<file path="src/rtl/mesi_pkg.sv">
package mesi_pkg;

    typedef enum logic [1:0] {
        ST_I = 2'd0,
        ST_S = 2'd1,
        ST_E = 2'd2,
        ST_M = 2'd3
    } line_st_e;

    typedef enum logic [1:0] {
        BOP_RD  = 2'd0,
        BOP_RDX = 2'd1,
        BOP_INV = 2'd2,
        BOP_WB  = 2'd3
    } bus_op_e;

    typedef enum logic [1:0] {
        SOP_RD   = 2'd0,
        SOP_RDX  = 2'd1,
        SOP_INV  = 2'd2,
        SOP_NONE = 2'd3
    } snp_op_e;

    typedef enum logic [1:0] {
        FS_IDLE = 2'd0,
        FS_WB   = 2'd1,
        FS_FILL = 2'd2,
        FS_UPG  = 2'd3
    } fsm_e;

endpackage

</file>
<file path="src/rtl/mesi_line_array.sv">
module mesi_line_array
    import mesi_pkg::*;
#(
    parameter int NUM_LINES = 4,
    parameter int TAG_W     = 6,
    localparam int IDX_W    = $clog2(NUM_LINES)
) (
    input  logic                              clk,
    input  logic                              rst_n,
    input  logic                              snp_upd_en,
    input  logic [IDX_W-1:0]                  snp_upd_idx,
    input  line_st_e                          snp_upd_st,
    input  logic                              loc_upd_en,
    input  logic [IDX_W-1:0]                  loc_upd_idx,
    input  line_st_e                          loc_upd_st,
    input  logic [TAG_W-1:0]                  loc_upd_tag,
    output line_st_e [NUM_LINES-1:0]          st_o,
    output logic [NUM_LINES-1:0][TAG_W-1:0]   tag_o
);

    typedef struct packed {
        line_st_e [NUM_LINES-1:0]        st;
        logic [NUM_LINES-1:0][TAG_W-1:0] tag;
    } arr_t;

    arr_t arr_d, arr_q;

    line_st_e         st_nx  [NUM_LINES];
    logic [TAG_W-1:0] tag_nx [NUM_LINES];

    // Per-line next value: the snoop transition first, then the local update.
    // The local update is derived from the post-snoop view, so it takes precedence.
    for (genvar g = 0; g < NUM_LINES; g++) begin : g_line
        always_comb begin
            st_nx[g]  = arr_q.st[g];
            tag_nx[g] = arr_q.tag[g];
            if (snp_upd_en && (snp_upd_idx == IDX_W'(g))) begin
                st_nx[g] = snp_upd_st;
            end
            if (loc_upd_en && (loc_upd_idx == IDX_W'(g))) begin
                st_nx[g]  = loc_upd_st;
                tag_nx[g] = loc_upd_tag;
            end
        end
    end

    always_comb begin
        arr_d = arr_q;
        for (int i = 0; i < NUM_LINES; i++) begin
            arr_d.st[i]  = st_nx[i];
            arr_d.tag[i] = tag_nx[i];
        end
    end

    always_ff @(posedge clk) begin
        if (!rst_n) begin
            for (int i = 0; i < NUM_LINES; i++) begin
                arr_q.st[i]  <= ST_I;
                arr_q.tag[i] <= '0;
            end
        end else begin
            arr_q <= arr_d;
        end
    end

    assign st_o  = arr_q.st;
    assign tag_o = arr_q.tag;

endmodule

</file>
<file path="src/rtl/mesi_snoop_unit.sv">
module mesi_snoop_unit
    import mesi_pkg::*;
#(
    parameter int TAG_W = 6
) (
    input  logic             snp_valid,
    input  logic [1:0]       snp_op,
    input  logic [TAG_W-1:0] snp_tag,
    input  line_st_e         line_st,
    input  logic [TAG_W-1:0] line_tag,
    output logic             hit,
    output logic             resp_shared,
    output logic             resp_dirty,
    output line_st_e         nxt_st
);

    snp_op_e op;
    logic    known_op;

    always_comb begin
        op          = snp_op_e'(snp_op);
        known_op    = (op == SOP_RD) || (op == SOP_RDX) || (op == SOP_INV);
        hit         = snp_valid && known_op && (line_st != ST_I) && (line_tag == snp_tag);
        resp_dirty  = hit && (line_st == ST_M);
        resp_shared = hit && (op == SOP_RD);
        nxt_st      = line_st;
        if (hit) begin
            nxt_st = (op == SOP_RD) ? ST_S : ST_I;
        end
    end

endmodule

</file>
<file path="src/rtl/mesi_req_fsm.sv">
module mesi_req_fsm
    import mesi_pkg::*;
#(
    parameter int ADDR_W = 8,
    parameter int IDX_W  = 2,
    localparam int TAG_W = ADDR_W - IDX_W
) (
    input  logic              clk,
    input  logic              rst_n,
    input  logic              lreq_valid,
    input  logic              lreq_write,
    input  logic [ADDR_W-1:0] lreq_addr,
    input  line_st_e          view_st,
    input  logic [TAG_W-1:0]  view_tag,
    input  logic              bus_gnt,
    input  logic              bus_peer_shared,
    output logic              lreq_done,
    output logic              bus_req,
    output bus_op_e           bus_op,
    output logic [ADDR_W-1:0] bus_addr,
    output logic              upd_en,
    output line_st_e          upd_st,
    output logic [TAG_W-1:0]  upd_tag
);

    typedef struct packed {
        fsm_e st;
    } ctl_t;

    ctl_t ctl_d, ctl_q;

    logic [IDX_W-1:0] lidx;
    logic [TAG_W-1:0] ltag;
    logic             lhit;

    assign lidx = lreq_addr[IDX_W-1:0];
    assign ltag = lreq_addr[ADDR_W-1:IDX_W];
    assign lhit = (view_st != ST_I) && (view_tag == ltag);

    always_comb begin
        ctl_d     = ctl_q;
        lreq_done = 1'b0;
        bus_req   = 1'b0;
        bus_op    = BOP_RD;
        bus_addr  = lreq_addr;
        upd_en    = 1'b0;
        upd_st    = view_st;
        upd_tag   = view_tag;

        unique case (ctl_q.st)
            FS_IDLE: begin
                if (lreq_valid) begin
                    if (lhit) begin
                        if (!lreq_write || (view_st == ST_M)) begin
                            lreq_done = 1'b1;
                        end else if (view_st == ST_E) begin
                            lreq_done = 1'b1;
                            upd_en    = 1'b1;
                            upd_st    = ST_M;
                        end else begin
                            ctl_d.st = FS_UPG;
                        end
                    end else if (view_st == ST_M) begin
                        ctl_d.st = FS_WB;
                    end else begin
                        ctl_d.st = FS_FILL;
                    end
                end
            end

            FS_WB: begin
                if (view_st == ST_M) begin
                    bus_req  = 1'b1;
                    bus_op   = BOP_WB;
                    bus_addr = {view_tag, lidx};
                    if (bus_gnt) begin
                        upd_en   = 1'b1;
                        upd_st   = ST_I;
                        ctl_d.st = FS_FILL;
                    end
                end else begin
                    // Victim lost its dirty data to a snoop: nothing to write back.
                    ctl_d.st = FS_FILL;
                end
            end

            FS_FILL: begin
                bus_req = 1'b1;
                bus_op  = lreq_write ? BOP_RDX : BOP_RD;
                if (bus_gnt) begin
                    upd_en    = 1'b1;
                    upd_tag   = ltag;
                    if (lreq_write) begin
                        upd_st = ST_M;
                    end else begin
                        upd_st = bus_peer_shared ? ST_S : ST_E;
                    end
                    lreq_done = 1'b1;
                    ctl_d.st  = FS_IDLE;
                end
            end

            FS_UPG: begin
                if (lhit && (view_st == ST_S)) begin
                    bus_req = 1'b1;
                    bus_op  = BOP_INV;
                    if (bus_gnt) begin
                        upd_en    = 1'b1;
                        upd_st    = ST_M;
                        lreq_done = 1'b1;
                        ctl_d.st  = FS_IDLE;
                    end
                end else begin
                    // Copy was invalidated before the grant: fetch with ownership.
                    ctl_d.st = FS_FILL;
                end
            end

            default: ctl_d.st = FS_IDLE;
        endcase
    end

    always_ff @(posedge clk) begin
        if (!rst_n) begin
            ctl_q.st <= FS_IDLE;
        end else begin
            ctl_q <= ctl_d;
        end
    end

endmodule

</file>
<file path="src/rtl/mesi_snoop_ctrl.sv">
module mesi_snoop_ctrl
    import mesi_pkg::*;
#(
    parameter int NUM_LINES = 4,
    parameter int ADDR_W    = 8
) (
    input  logic              clk,
    input  logic              rst_n,
    input  logic              lreq_valid,
    input  logic              lreq_write,
    input  logic [ADDR_W-1:0] lreq_addr,
    output logic              lreq_done,
    output logic              bus_req,
    output logic [1:0]        bus_op,
    output logic [ADDR_W-1:0] bus_addr,
    input  logic              bus_gnt,
    input  logic              bus_peer_shared,
    input  logic              snp_valid,
    input  logic [1:0]        snp_op,
    input  logic [ADDR_W-1:0] snp_addr,
    output logic              snp_shared,
    output logic              snp_dirty
);

    localparam int IDX_W = $clog2(NUM_LINES);
    localparam int TAG_W = ADDR_W - IDX_W;

    line_st_e [NUM_LINES-1:0]        st;
    logic [NUM_LINES-1:0][TAG_W-1:0] tag;

    logic [IDX_W-1:0] sidx, lidx;
    logic [TAG_W-1:0] stag;
    logic             s_hit;
    line_st_e         s_nxt;

    line_st_e         view_st;
    logic [TAG_W-1:0] view_tag;

    logic             upd_en;
    line_st_e         upd_st;
    logic [TAG_W-1:0] upd_tag;
    bus_op_e          op_e;

    assign sidx = snp_addr[IDX_W-1:0];
    assign stag = snp_addr[ADDR_W-1:IDX_W];
    assign lidx = lreq_addr[IDX_W-1:0];

    mesi_snoop_unit #(.TAG_W(TAG_W)) u_snoop (
        .snp_valid   (snp_valid),
        .snp_op      (snp_op),
        .snp_tag     (stag),
        .line_st     (st[sidx]),
        .line_tag    (tag[sidx]),
        .hit         (s_hit),
        .resp_shared (snp_shared),
        .resp_dirty  (snp_dirty),
        .nxt_st      (s_nxt)
    );

    // Local side sees the slot as the snoop of this cycle leaves it.
    always_comb begin
        view_tag = tag[lidx];
        view_st  = (s_hit && (sidx == lidx)) ? s_nxt : st[lidx];
    end

    mesi_req_fsm #(.ADDR_W(ADDR_W), .IDX_W(IDX_W)) u_fsm (
        .clk             (clk),
        .rst_n           (rst_n),
        .lreq_valid      (lreq_valid),
        .lreq_write      (lreq_write),
        .lreq_addr       (lreq_addr),
        .view_st         (view_st),
        .view_tag        (view_tag),
        .bus_gnt         (bus_gnt),
        .bus_peer_shared (bus_peer_shared),
        .lreq_done       (lreq_done),
        .bus_req         (bus_req),
        .bus_op          (op_e),
        .bus_addr        (bus_addr),
        .upd_en          (upd_en),
        .upd_st          (upd_st),
        .upd_tag         (upd_tag)
    );

    assign bus_op = op_e;

    mesi_line_array #(.NUM_LINES(NUM_LINES), .TAG_W(TAG_W)) u_lines (
        .clk         (clk),
        .rst_n       (rst_n),
        .snp_upd_en  (s_hit),
        .snp_upd_idx (sidx),
        .snp_upd_st  (s_nxt),
        .loc_upd_en  (upd_en),
        .loc_upd_idx (lidx),
        .loc_upd_st  (upd_st),
        .loc_upd_tag (upd_tag),
        .st_o        (st),
        .tag_o       (tag)
    );

endmodule

</file>
<file path="config.mk">
export PLATFORM = sky130hd
export DESIGN_NAME = mesi_snoop_ctrl
export DESIGN_NICKNAME = d
export VERILOG_FILES = /design/src/rtl/mesi_pkg.sv /design/src/rtl/mesi_line_array.sv /design/src/rtl/mesi_snoop_unit.sv /design/src/rtl/mesi_req_fsm.sv /design/src/rtl/mesi_snoop_ctrl.sv
export SDC_FILE = /design/constraint.sdc
export NUM_CORES = 1
export LEC_CHECK = 0
export ABC_AREA = 1
export BUFFER_PORTS_ARGS = -buffer_cell sky130_fd_sc_hd__buf_2
export CAP_MARGIN = 10
export CORE_MARGIN = 10
export CORE_UTILIZATION = 35
export DETAILED_ROUTE_END_ITERATION = 6
export GPL_TIMING_DRIVEN = 0
export PLACE_DENSITY_LB_ADDON = 0.3
export SLEW_MARGIN = 20
export SYNTH_ARGS = -nofsm -noshare
export SYNTH_HDL_FRONTEND = slang
export SYNTH_SLANG_ARGS = --single-unit
export TNS_END_PERCENT = 100
</file>
<file path="constraint.sdc">
create_clock -name clk -period 2.9 [get_ports clk]
set_input_delay 0 -clock clk [delete_from_list [all_inputs] [get_ports clk]]
set_output_delay 0 -clock clk [all_outputs]
set_load 0.005 [all_outputs]
</file>
**After elaboration in Yosys (flattened, before gate mapping)**

Cells that the tools add are included.
W data, S select, Z words.

- Bits in registers: 34
- Bits in latches: 0
- Memory bits (writable): 0
- ROM bits: 0
- Bits of input ports: 25
- Output and inout bits: 14
- Logic and storage cells: 128
- Memories: 0

- Add/sub/neg operators: 0
- Multiply operators: 0
- Divide/modulo/power cells: 0
- Magnitude comparators: 2
- Equality and inequality tests: 22
- Shift operators: 0
- Mux-type cells: 64
- Bitwise logic cells: 0
- Reduce and logical (&&, ||, !) cells: 31

Operator list:

| kind | number |
|---|---|
| $mux W2 | 34 |
| $bmux W6 S2 | 2 |
| $mux W6 | 4 |
| $eq A2 B2 Y1 const B | 10 |
| $logic_and A1 B1 Y1 | 16 |
| $mux W8 | 2 |
| $pmux W2 S4 | 2 |
| $mux W1 | 14 |
| $eq A6 B6 Y1 | 2 |
| $reduce_bool A2 Y1 | 6 |
| $eq A2 B1 Y1 const B | 5 |
| $ne A3 B3 Y1 const B | 3 |
| $bmux W2 S2 | 2 |
| $logic_not A2 Y1 | 4 |
| $lt A2 B3 Y1 const B | 2 |
| $pmux W1 S3 | 2 |
| $pmux W2 S3 | 1 |
| $pmux W1 S4 | 1 |
| $reduce_and A4 Y1 | 1 |
| $logic_or A1 B1 Y1 | 3 |
| $eq A2 B2 Y1 | 1 |
| $ne A2 B2 Y1 const B | 1 |
| $logic_not A1 Y1 | 1 |

**Logic depth before layout (Yosys ltp)**

- Depth after elaboration: 16
- Depth in mapped cells: 22
- Depth with buffers taken out: 21

**Modules after synthesis**

Synthesis repeated with hierarchy kept, for this count alone.

- Cells, all modules: 494
- Area, all modules: 2743.9 um^2

Modules (own cells, without submodules):

| module | instances | cells an instance | area an instance (um^2) | seq. area each (um^2) |
|---|---|---|---|---|
| mesi_line_array | 1 | 187 | 1312.5 | 640.6 |
| mesi_req_fsm | 1 | 134 | 629.4 | 40.0 |
| mesi_snoop_ctrl | 1 | 123 | 595.6 | 0.0 |
| mesi_snoop_unit | 1 | 50 | 206.4 | 0.0 |

**Worst setup path after synthesis**

Ideal clock, no wire load.

- Kind: reg2reg
- Start: register u_lines.tag_o[21] (netlist name)
- End: register u_lines.st_o[4] (netlist name)
- Library setup time: 132 ps
- Arrival time: 1834 ps
- Data required time: 2768 ps
- Setup slack: 934 ps
- Stages on the path, launching flop included: 18
- Buffers on the path: 1
- Clock period less this slack: 1966 ps
- Cells stage by stage: dfxtp_1 nand2_1 nand2_1 nand2_1 nand3_1 nand2_1 nand3b_1 nor2_4 nand3_2 nand2_1 nand2_1 nand2_1 nand3_2 nand2_4 buf_6 nand3_1 nand2_1 a21oi_1

- Longest elaborated chain between the ends: 14
- Elaborated cells on any way between the ends: 39
- Those cells by class: 5 x eq/ne; 25 x mux; 9 x reduce/logical

RTL lines:

| item | line | text |
|---|---|---|
| $bmux W6 S2 | mesi_snoop_ctrl.sv:53 | `.line_tag (tag[sidx]),` |
| $mux W6 (not written as such) | mesi_snoop_ctrl.sv:53 |  |
| $eq A6 B6 Y1 | mesi_snoop_unit.sv:23 | `hit = snp_valid && known_op && (line_st != ST_I) && (line_tag == snp_tag);` |
| $logic_and A1 B1 Y1 | mesi_snoop_unit.sv:23 |  |
| $mux W2 or $logic_and A1 B1 Y1 (tied branches) | mesi_snoop_unit.sv:27, mesi_snoop_ctrl.sv:63 |  |
| $mux W2 | mesi_snoop_ctrl.sv:63 | `view_st = (s_hit && (sidx == lidx)) ? s_nxt : st[lidx];` |
| $eq A2 B2 Y1, on equally long branches | mesi_req_fsm.sv:56, mesi_req_fsm.sv:54, mesi_req_fsm.sv:72 |  |
| $mux W1 or $logic_or A1 B1 Y1 (tied branches) | mesi_req_fsm.sv:56, mesi_req_fsm.sv:54 |  |
| $mux W1 | mesi_req_fsm.sv:54 | `if (!lreq_write \|\| (view_st == ST_M)) begin` |
| $mux W1 | mesi_req_fsm.sv:53 | `if (lhit) begin` |
| $mux W1 | mesi_req_fsm.sv:52 | `if (lreq_valid) begin` |
| $pmux W1 S4 | mesi_req_fsm.sv:50 | `unique case (ctl_q.st)` |
| $logic_and A1 B1 Y1 | mesi_line_array.sv:40 | `if (loc_upd_en && (loc_upd_idx == IDX_W'(g))) begin` |
| $mux W2 or $reduce_bool A2 Y1 (tied branches) | -- |  |

Several ways; a longest one is shown, not always the timed one. The select of a mux whose other input is x is not followed.
A chain may end at the register's enable or synchronous reset.

**Final worst setup path**

- Start: register u_lines.st_o[2] (netlist name)
- End: register u_lines.st_o[6] (netlist name)

- Longest elaborated chain between the ends: 15
- Elaborated cells on any way between the ends: 39
- Those cells by class: 3 x eq/ne; 25 x mux; 11 x reduce/logical

RTL lines:

| item | line | text |
|---|---|---|
| $bmux W2 S2 | mesi_snoop_ctrl.sv:52 | `.line_st (st[sidx]),` |
| $mux W2 (not written as such) | mesi_snoop_ctrl.sv:52 |  |
| $reduce_bool A2 Y1 | mesi_snoop_unit.sv:23 |  |
| $logic_and A1 B1 Y1 (2 in series) | mesi_snoop_unit.sv:23 |  |
| $mux W2 or $logic_and A1 B1 Y1 (tied branches) | mesi_snoop_unit.sv:27, mesi_snoop_ctrl.sv:63 |  |
| $mux W2 | mesi_snoop_ctrl.sv:63 |  |
| $eq A2 B2 Y1, on equally long branches | mesi_req_fsm.sv:56, mesi_req_fsm.sv:54, mesi_req_fsm.sv:72 |  |
| $mux W1 or $logic_or A1 B1 Y1 (tied branches) | mesi_req_fsm.sv:56, mesi_req_fsm.sv:54 |  |
| $mux W1 | mesi_req_fsm.sv:54 |  |
| $mux W1 | mesi_req_fsm.sv:53 |  |
| $mux W1 | mesi_req_fsm.sv:52 |  |
| $pmux W1 S4 | mesi_req_fsm.sv:50 |  |
| $logic_and A1 B1 Y1 | mesi_line_array.sv:40 |  |
| $mux W2 or $reduce_bool A2 Y1 (tied branches) | -- |  |

Several ways; a longest one is shown, not always the timed one. The select of a mux whose other input is x is not followed.

==> report_table.html <==
<table>
<tr><th>Metric</th><th>Value</th></tr>
<tr><th colspan="2">Critical path</th></tr>
<tr><td>Start-to-end type of the worst setup path</td><td>reg -&gt; reg</td></tr>
<tr><td>Cell type of the slowest stage on the worst timing path</td><td>nor3_1</td></tr>
<tr><td>Sum of buffers and inverters on the critical path</td><td>1</td></tr>
<tr><td>Top Family by Delay on Critical Path</td><td>simple AND/OR/NAND/NOR gates</td></tr>
<tr><td>End of the critical path</td><td>u_lines.st_o[6]$_SDFFE_PN0P_</td></tr>
<tr><td>Number of cells on the worst reg-to-reg path</td><td>10</td></tr>
<tr><td>Arrival @ worst endpoint</td><td>approximately 2.6 ns</td></tr>
<tr><td>Data required time at the worst endpoint</td><td>3.06 ns</td></tr>
<tr><td>Reg-to-Reg End</td><td>u_lines.st_o[6]$_SDFFE_PN0P_</td></tr>
<tr><td>Crit path max fanout</td><td>10</td></tr>
<tr><td>Kind of launch point of the worst setup path</td><td>flop</td></tr>
<tr><td>Crit path depth</td><td>10</td></tr>
<tr><td>FF-to-FF Start</td><td>u_lines.st_o[2]$_SDFFE_PN0P_</td></tr>
<tr><td>Maximum single-stage delay on the critical path</td><td>0.58 ns</td></tr>
<tr><td>List of cells traversed by the critical path</td><td>o22ai_1 &gt; nor3_1 &gt; nand4_2 &gt; nor2_1 &gt; nor2_2 &gt; nand2_4 &gt; buf_6 &gt; nand3_1 &gt; nand2_1 &gt; a21oi_1</td></tr>
<tr><td>Crit path capture type</td><td>flop</td></tr>
<tr><td>Worst setup startpoint</td><td>u_lines.st_o[2]$_SDFFE_PN0P_</td></tr>
<tr><td>Reg2Reg Setup Slack</td><td>0.42 ns</td></tr>
<tr><th colspan="2">Routing</th></tr>
<tr><td>Final wirelength</td><td>8.68 mm</td></tr>
<tr><td>Wirelength per Cell</td><td>14.1 um</td></tr>
<tr><td>Via/cell ratio</td><td>5.16</td></tr>
<tr><td>Routed via count</td><td>3175</td></tr>
<tr><td>Antenna viol nets, final</td><td>0</td></tr>
<tr><td>Length of the first detailed-routing pass in iterations</td><td>5</td></tr>
<tr><td>DRC viols</td><td>0</td></tr>
<tr><td>Drt initial violations</td><td>about 240</td></tr>
<tr><th colspan="2">Placed design</th></tr>
<tr><td>Placer's final routability congestion estimate</td><td>0.867</td></tr>
<tr><td>Number of buffer cells added on primary ports</td><td>37</td></tr>
<tr><td>Post-Place Cells</td><td>606</td></tr>
<tr><td>Post-detail-place hpwl</td><td>6.84 mm</td></tr>
<tr><td>DP Area</td><td>0.00296 mm^2</td></tr>
<tr><th colspan="2">STA</th></tr>
<tr><td>Number of max-slew violations in the final report</td><td>0</td></tr>
<tr><td>Skew final</td><td>0.00829 ns</td></tr>
<tr><td>Post-Route Setup TNS</td><td>0 ns</td></tr>
<tr><td>Final Hold Fails</td><td>0</td></tr>
<tr><td>Actual slew at the worst max-slew pin</td><td>between 0.7 and 0.8 ns</td></tr>
<tr><td>Period Utilization, post-route</td><td>85.6%</td></tr>
<tr><td>Setup repair after global routing missed its margin</td><td>false</td></tr>
<tr><td>Maximum achievable frequency</td><td>0.403 GHz</td></tr>
<tr><td>Minimum clock period after layout</td><td>~2.5 ns</td></tr>
<tr><td>Final Setup Violations</td><td>0</td></tr>
<tr><td>Relative slew margins</td><td>49.7%</td></tr>
<tr><th colspan="2">Synth</th></tr>
<tr><td>Leading post-synthesis cells by instance count</td><td>nand2_1 (169), nand3_1 (67), a21oi_1 (47)</td></tr>
<tr><td>Mapped Nets</td><td>495</td></tr>
<tr><td>Share of synthesized flip-flops with an asynchronous set or reset</td><td>0%</td></tr>
<tr><td>Top-area cell type share of the netlist area</td><td>roughly 26%</td></tr>
<tr><td>Number of distinct library cell variants in the gate-level netlist after synthesis</td><td>30</td></tr>
<tr><td>Number of instances in the synthesized netlist</td><td>470</td></tr>
<tr><td>Cell type with the highest aggregate area in the netlist</td><td>dfxtp_1</td></tr>
<tr><td>Yosys warns</td><td>0</td></tr>
<tr><td>Mapped Area</td><td>0.00265 mm^2</td></tr>
<tr><td>Cell with the most instances after synthesis</td><td>nand2_1</td></tr>
<tr><td>Flop and latch count out of synthesis</td><td>34</td></tr>
<tr><td>Part of the Yosys area used for sequential elements</td><td>25.7%</td></tr>
<tr><td>Mean Syn Cell Area</td><td>5.64 um^2</td></tr>
<tr><td>Number of flops mapped to enable cells by yosys</td><td>0</td></tr>
<tr><td>Cell types occupying the most area after synthesis</td><td>dfxtp_1 (26%), nand2_1 (24%), nand3_1 (13%)</td></tr>
<tr><td>Most common flop cell mapped by yosys</td><td>dfxtp_1</td></tr>
<tr><th colspan="2">Clock tree</th></tr>
<tr><td>CTS sink cnt</td><td>34</td></tr>
<tr><td>Cts bufs inserted</td><td>5</td></tr>
<tr><td>Number of levels in the clock H-tree</td><td>2</td></tr>
<tr><td>Library cell used as clock root buffer</td><td>clkbuf_8</td></tr>
<tr><td>Source-to-sink clock delay at the later pin of the worst-skew pair</td><td>0.30 ns</td></tr>
<tr><td>Worst-path clk slew</td><td>0.07 ns</td></tr>
<tr><td># resized after CTS</td><td>0</td></tr>
<tr><td>CTS tree</td><td>built</td></tr>
<tr><td>Clk buf depth</td><td>2</td></tr>
<tr><th colspan="2">Floorplan</th></tr>
<tr><td>Die Area</td><td>0.0115 mm^2</td></tr>
<tr><td>Overall die width</td><td>107 um</td></tr>
<tr><td>Starting utilization of the core area</td><td>a little over a third</td></tr>
<tr><td>Core ar.</td><td>0.00729 mm^2</td></tr>
<tr><td>Top-Level Pins</td><td>39</td></tr>
<tr><td>Total number of placement rows</td><td>31</td></tr>
<tr><td>Floorplan die height</td><td>107 um</td></tr>
<tr><th colspan="2">GRT</th></tr>
<tr><td>GRT met2 Usage</td><td>between 20% and 30%</td></tr>
<tr><td>Initial antenna violation count</td><td>0</td></tr>
<tr><td>GR met3 Demand/Resource</td><td>under 10%</td></tr>
<tr><td>Total routing usage reported by global routing</td><td>15.2%</td></tr>
<tr><td>Pin count of the biggest net entering global routing</td><td>12</td></tr>
<tr><td>Via count of the first global-routing pass</td><td>2923</td></tr>
<tr><td>Overflow left after global routing</td><td>0</td></tr>
<tr><td>Most congested layer reported by global routing</td><td>met2</td></tr>
<tr><td>Met1 Usage GRT</td><td>around 20%</td></tr>
<tr><td>Wire length of the first global-routing pass</td><td>between 10 and 15 mm</td></tr>
<tr><th colspan="2">Final layout</th></tr>
<tr><td>Final core occ</td><td>42.2%</td></tr>
<tr><td>Synthesis-to-layout area growth</td><td>16.1%</td></tr>
<tr><td>Number of nets in the finished design</td><td>540</td></tr>
<tr><td>Final standard cell area without fillers</td><td>0.00308 mm^2</td></tr>
<tr><td>Antenna diode count</td><td>0</td></tr>
<tr><td>Count of non-filler cells in the finished layout</td><td>615</td></tr>
<tr><td>Layout cells sized above 1</td><td>between 10% and 20%</td></tr>
<tr><th colspan="2">Flow run</th></tr>
<tr><td>Max-cap violations</td><td>0</td></tr>
<tr><th colspan="2">Power and ir drop</th></tr>
<tr><td>Leakage power summed over all cells</td><td>1.46 nW</td></tr>
<tr><td>Areal power density over the cells</td><td>between 300 and 400 mW/mm^2</td></tr>
<tr><td>Total power of the final layout</td><td>1.13 mW</td></tr>
<tr><td>Worst VDD drop</td><td>0.000141 V</td></tr>
<tr><th colspan="2">Hold path</th></tr>
<tr><td>Class of the tightest hold or removal check</td><td>in -&gt; reg</td></tr>
<tr><th colspan="2">Run status</th></tr>
<tr><td>Outcome</td><td>complete, no violations</td></tr>
</table>
==> cells in the final DEF, fill, tap and decap left out, types with 5 or more instances in the layout <==
cell type  Yosys  routed
nor2_1        39      39
nand2_2        5       5
nand3_1       67      67
inv_2          6       6
inv_1         36      36
buf_2          7      44
a21oi_1       47      47
nor3_1         6       6
dfxtp_1       34      34
o21ai_0       13      13
a22oi_1        5       5
clkbuf_8       0       5
nand2_1      169     169
clkbuf_1       6       6
==> sequential cells by signal, summed over array words and instances, names as in the netlist <==
register,flops
u_lines.tag_o,24
u_lines.st_o,8
u_fsm.ctl_q,2
==> cell type report <==
type	instances	area (um^2)
Multi-Input combinational cell	373	1690
Clock buffer	5	68.8
Inverter	43	161
Timing Repair Buffer	38	195
Tap cell	99	124
Sequential cell	34	681
Clock inverter	3	40.0
Buffer	20	121
Fill cell	838	4210
==> worst min path at each step <==
stage                       startpoint                          end  slack (ns)  cells after the start
after floorplan              snp_op[1]                   snp_shared        0.06                      1
after global placement    lreq_addr[1]                  bus_addr[1]        0.17                      2
after detailed placement  lreq_addr[1]                  bus_addr[1]        0.17                      2
after CTS                   lreq_valid  u_fsm.ctl_q[0]$_SDFFE_PN0P_        0.12                      5
after global routing        lreq_valid  u_fsm.ctl_q[1]$_SDFFE_PN0P_        0.18                      5
final                       lreq_valid  u_fsm.ctl_q[0]$_SDFFE_PN0P_        0.13                      5
==> power breakdown <==
| group | internal, mW | switching (mW) | total [mW] |
|---|---|---|---|
| registers | 0.472 | 0.00664 | 0.478 |
| logic | 0.0659 | 0.137 | 0.203 |
| clock network | 0.253 | 0.191 | 0.444 |
| total | 0.791 | 0.335 | 1.13 |
==> worst register-to-register path, stage by stage (launching register included) <==
cell	delay [ns]
dfxtp_1	0.40
o22ai_1	0.11
nor3_1	0.58
nand4_2	0.37
nor2_1	0.24
nor2_2	0.08
nand2_4	0.15
buf_6	0.18
nand3_1	0.09
nand2_1	0.09
a21oi_1	0.05
==> repair_timing <==
action                                 CTS  global route
setup buffers                            0             0
setup endpoints to repair                0             0
endpoints found under the hold margin    2             0
hold buffers                             1             0
==> metal layers <==
layer / part of all wire [%] / up-vias
met5: 0 / -
met4: 1.9 / 0
met3: 9.0 / 13
met2: 41 / 132
met1: 48 / 1410
li1: - / 1620
==> stage by stage <==
step                      hold WS, ns  setup slack [ns]
after floorplan                0.0637             0.934
after global placement          0.172             0.356
after detailed placement        0.172             0.341
after CTS                       0.122             0.426
after global routing            0.177             0.170
final                           0.125             0.419
==> logic make-up after synthesis <==
logic type      share of synthesized area [%]
simple gates                             48.9
xor+xnor                                0.330
flops                                    25.7
buf+inv                                  10.7
compound gates                           14.5
Power figures use the tool's default switching activity.
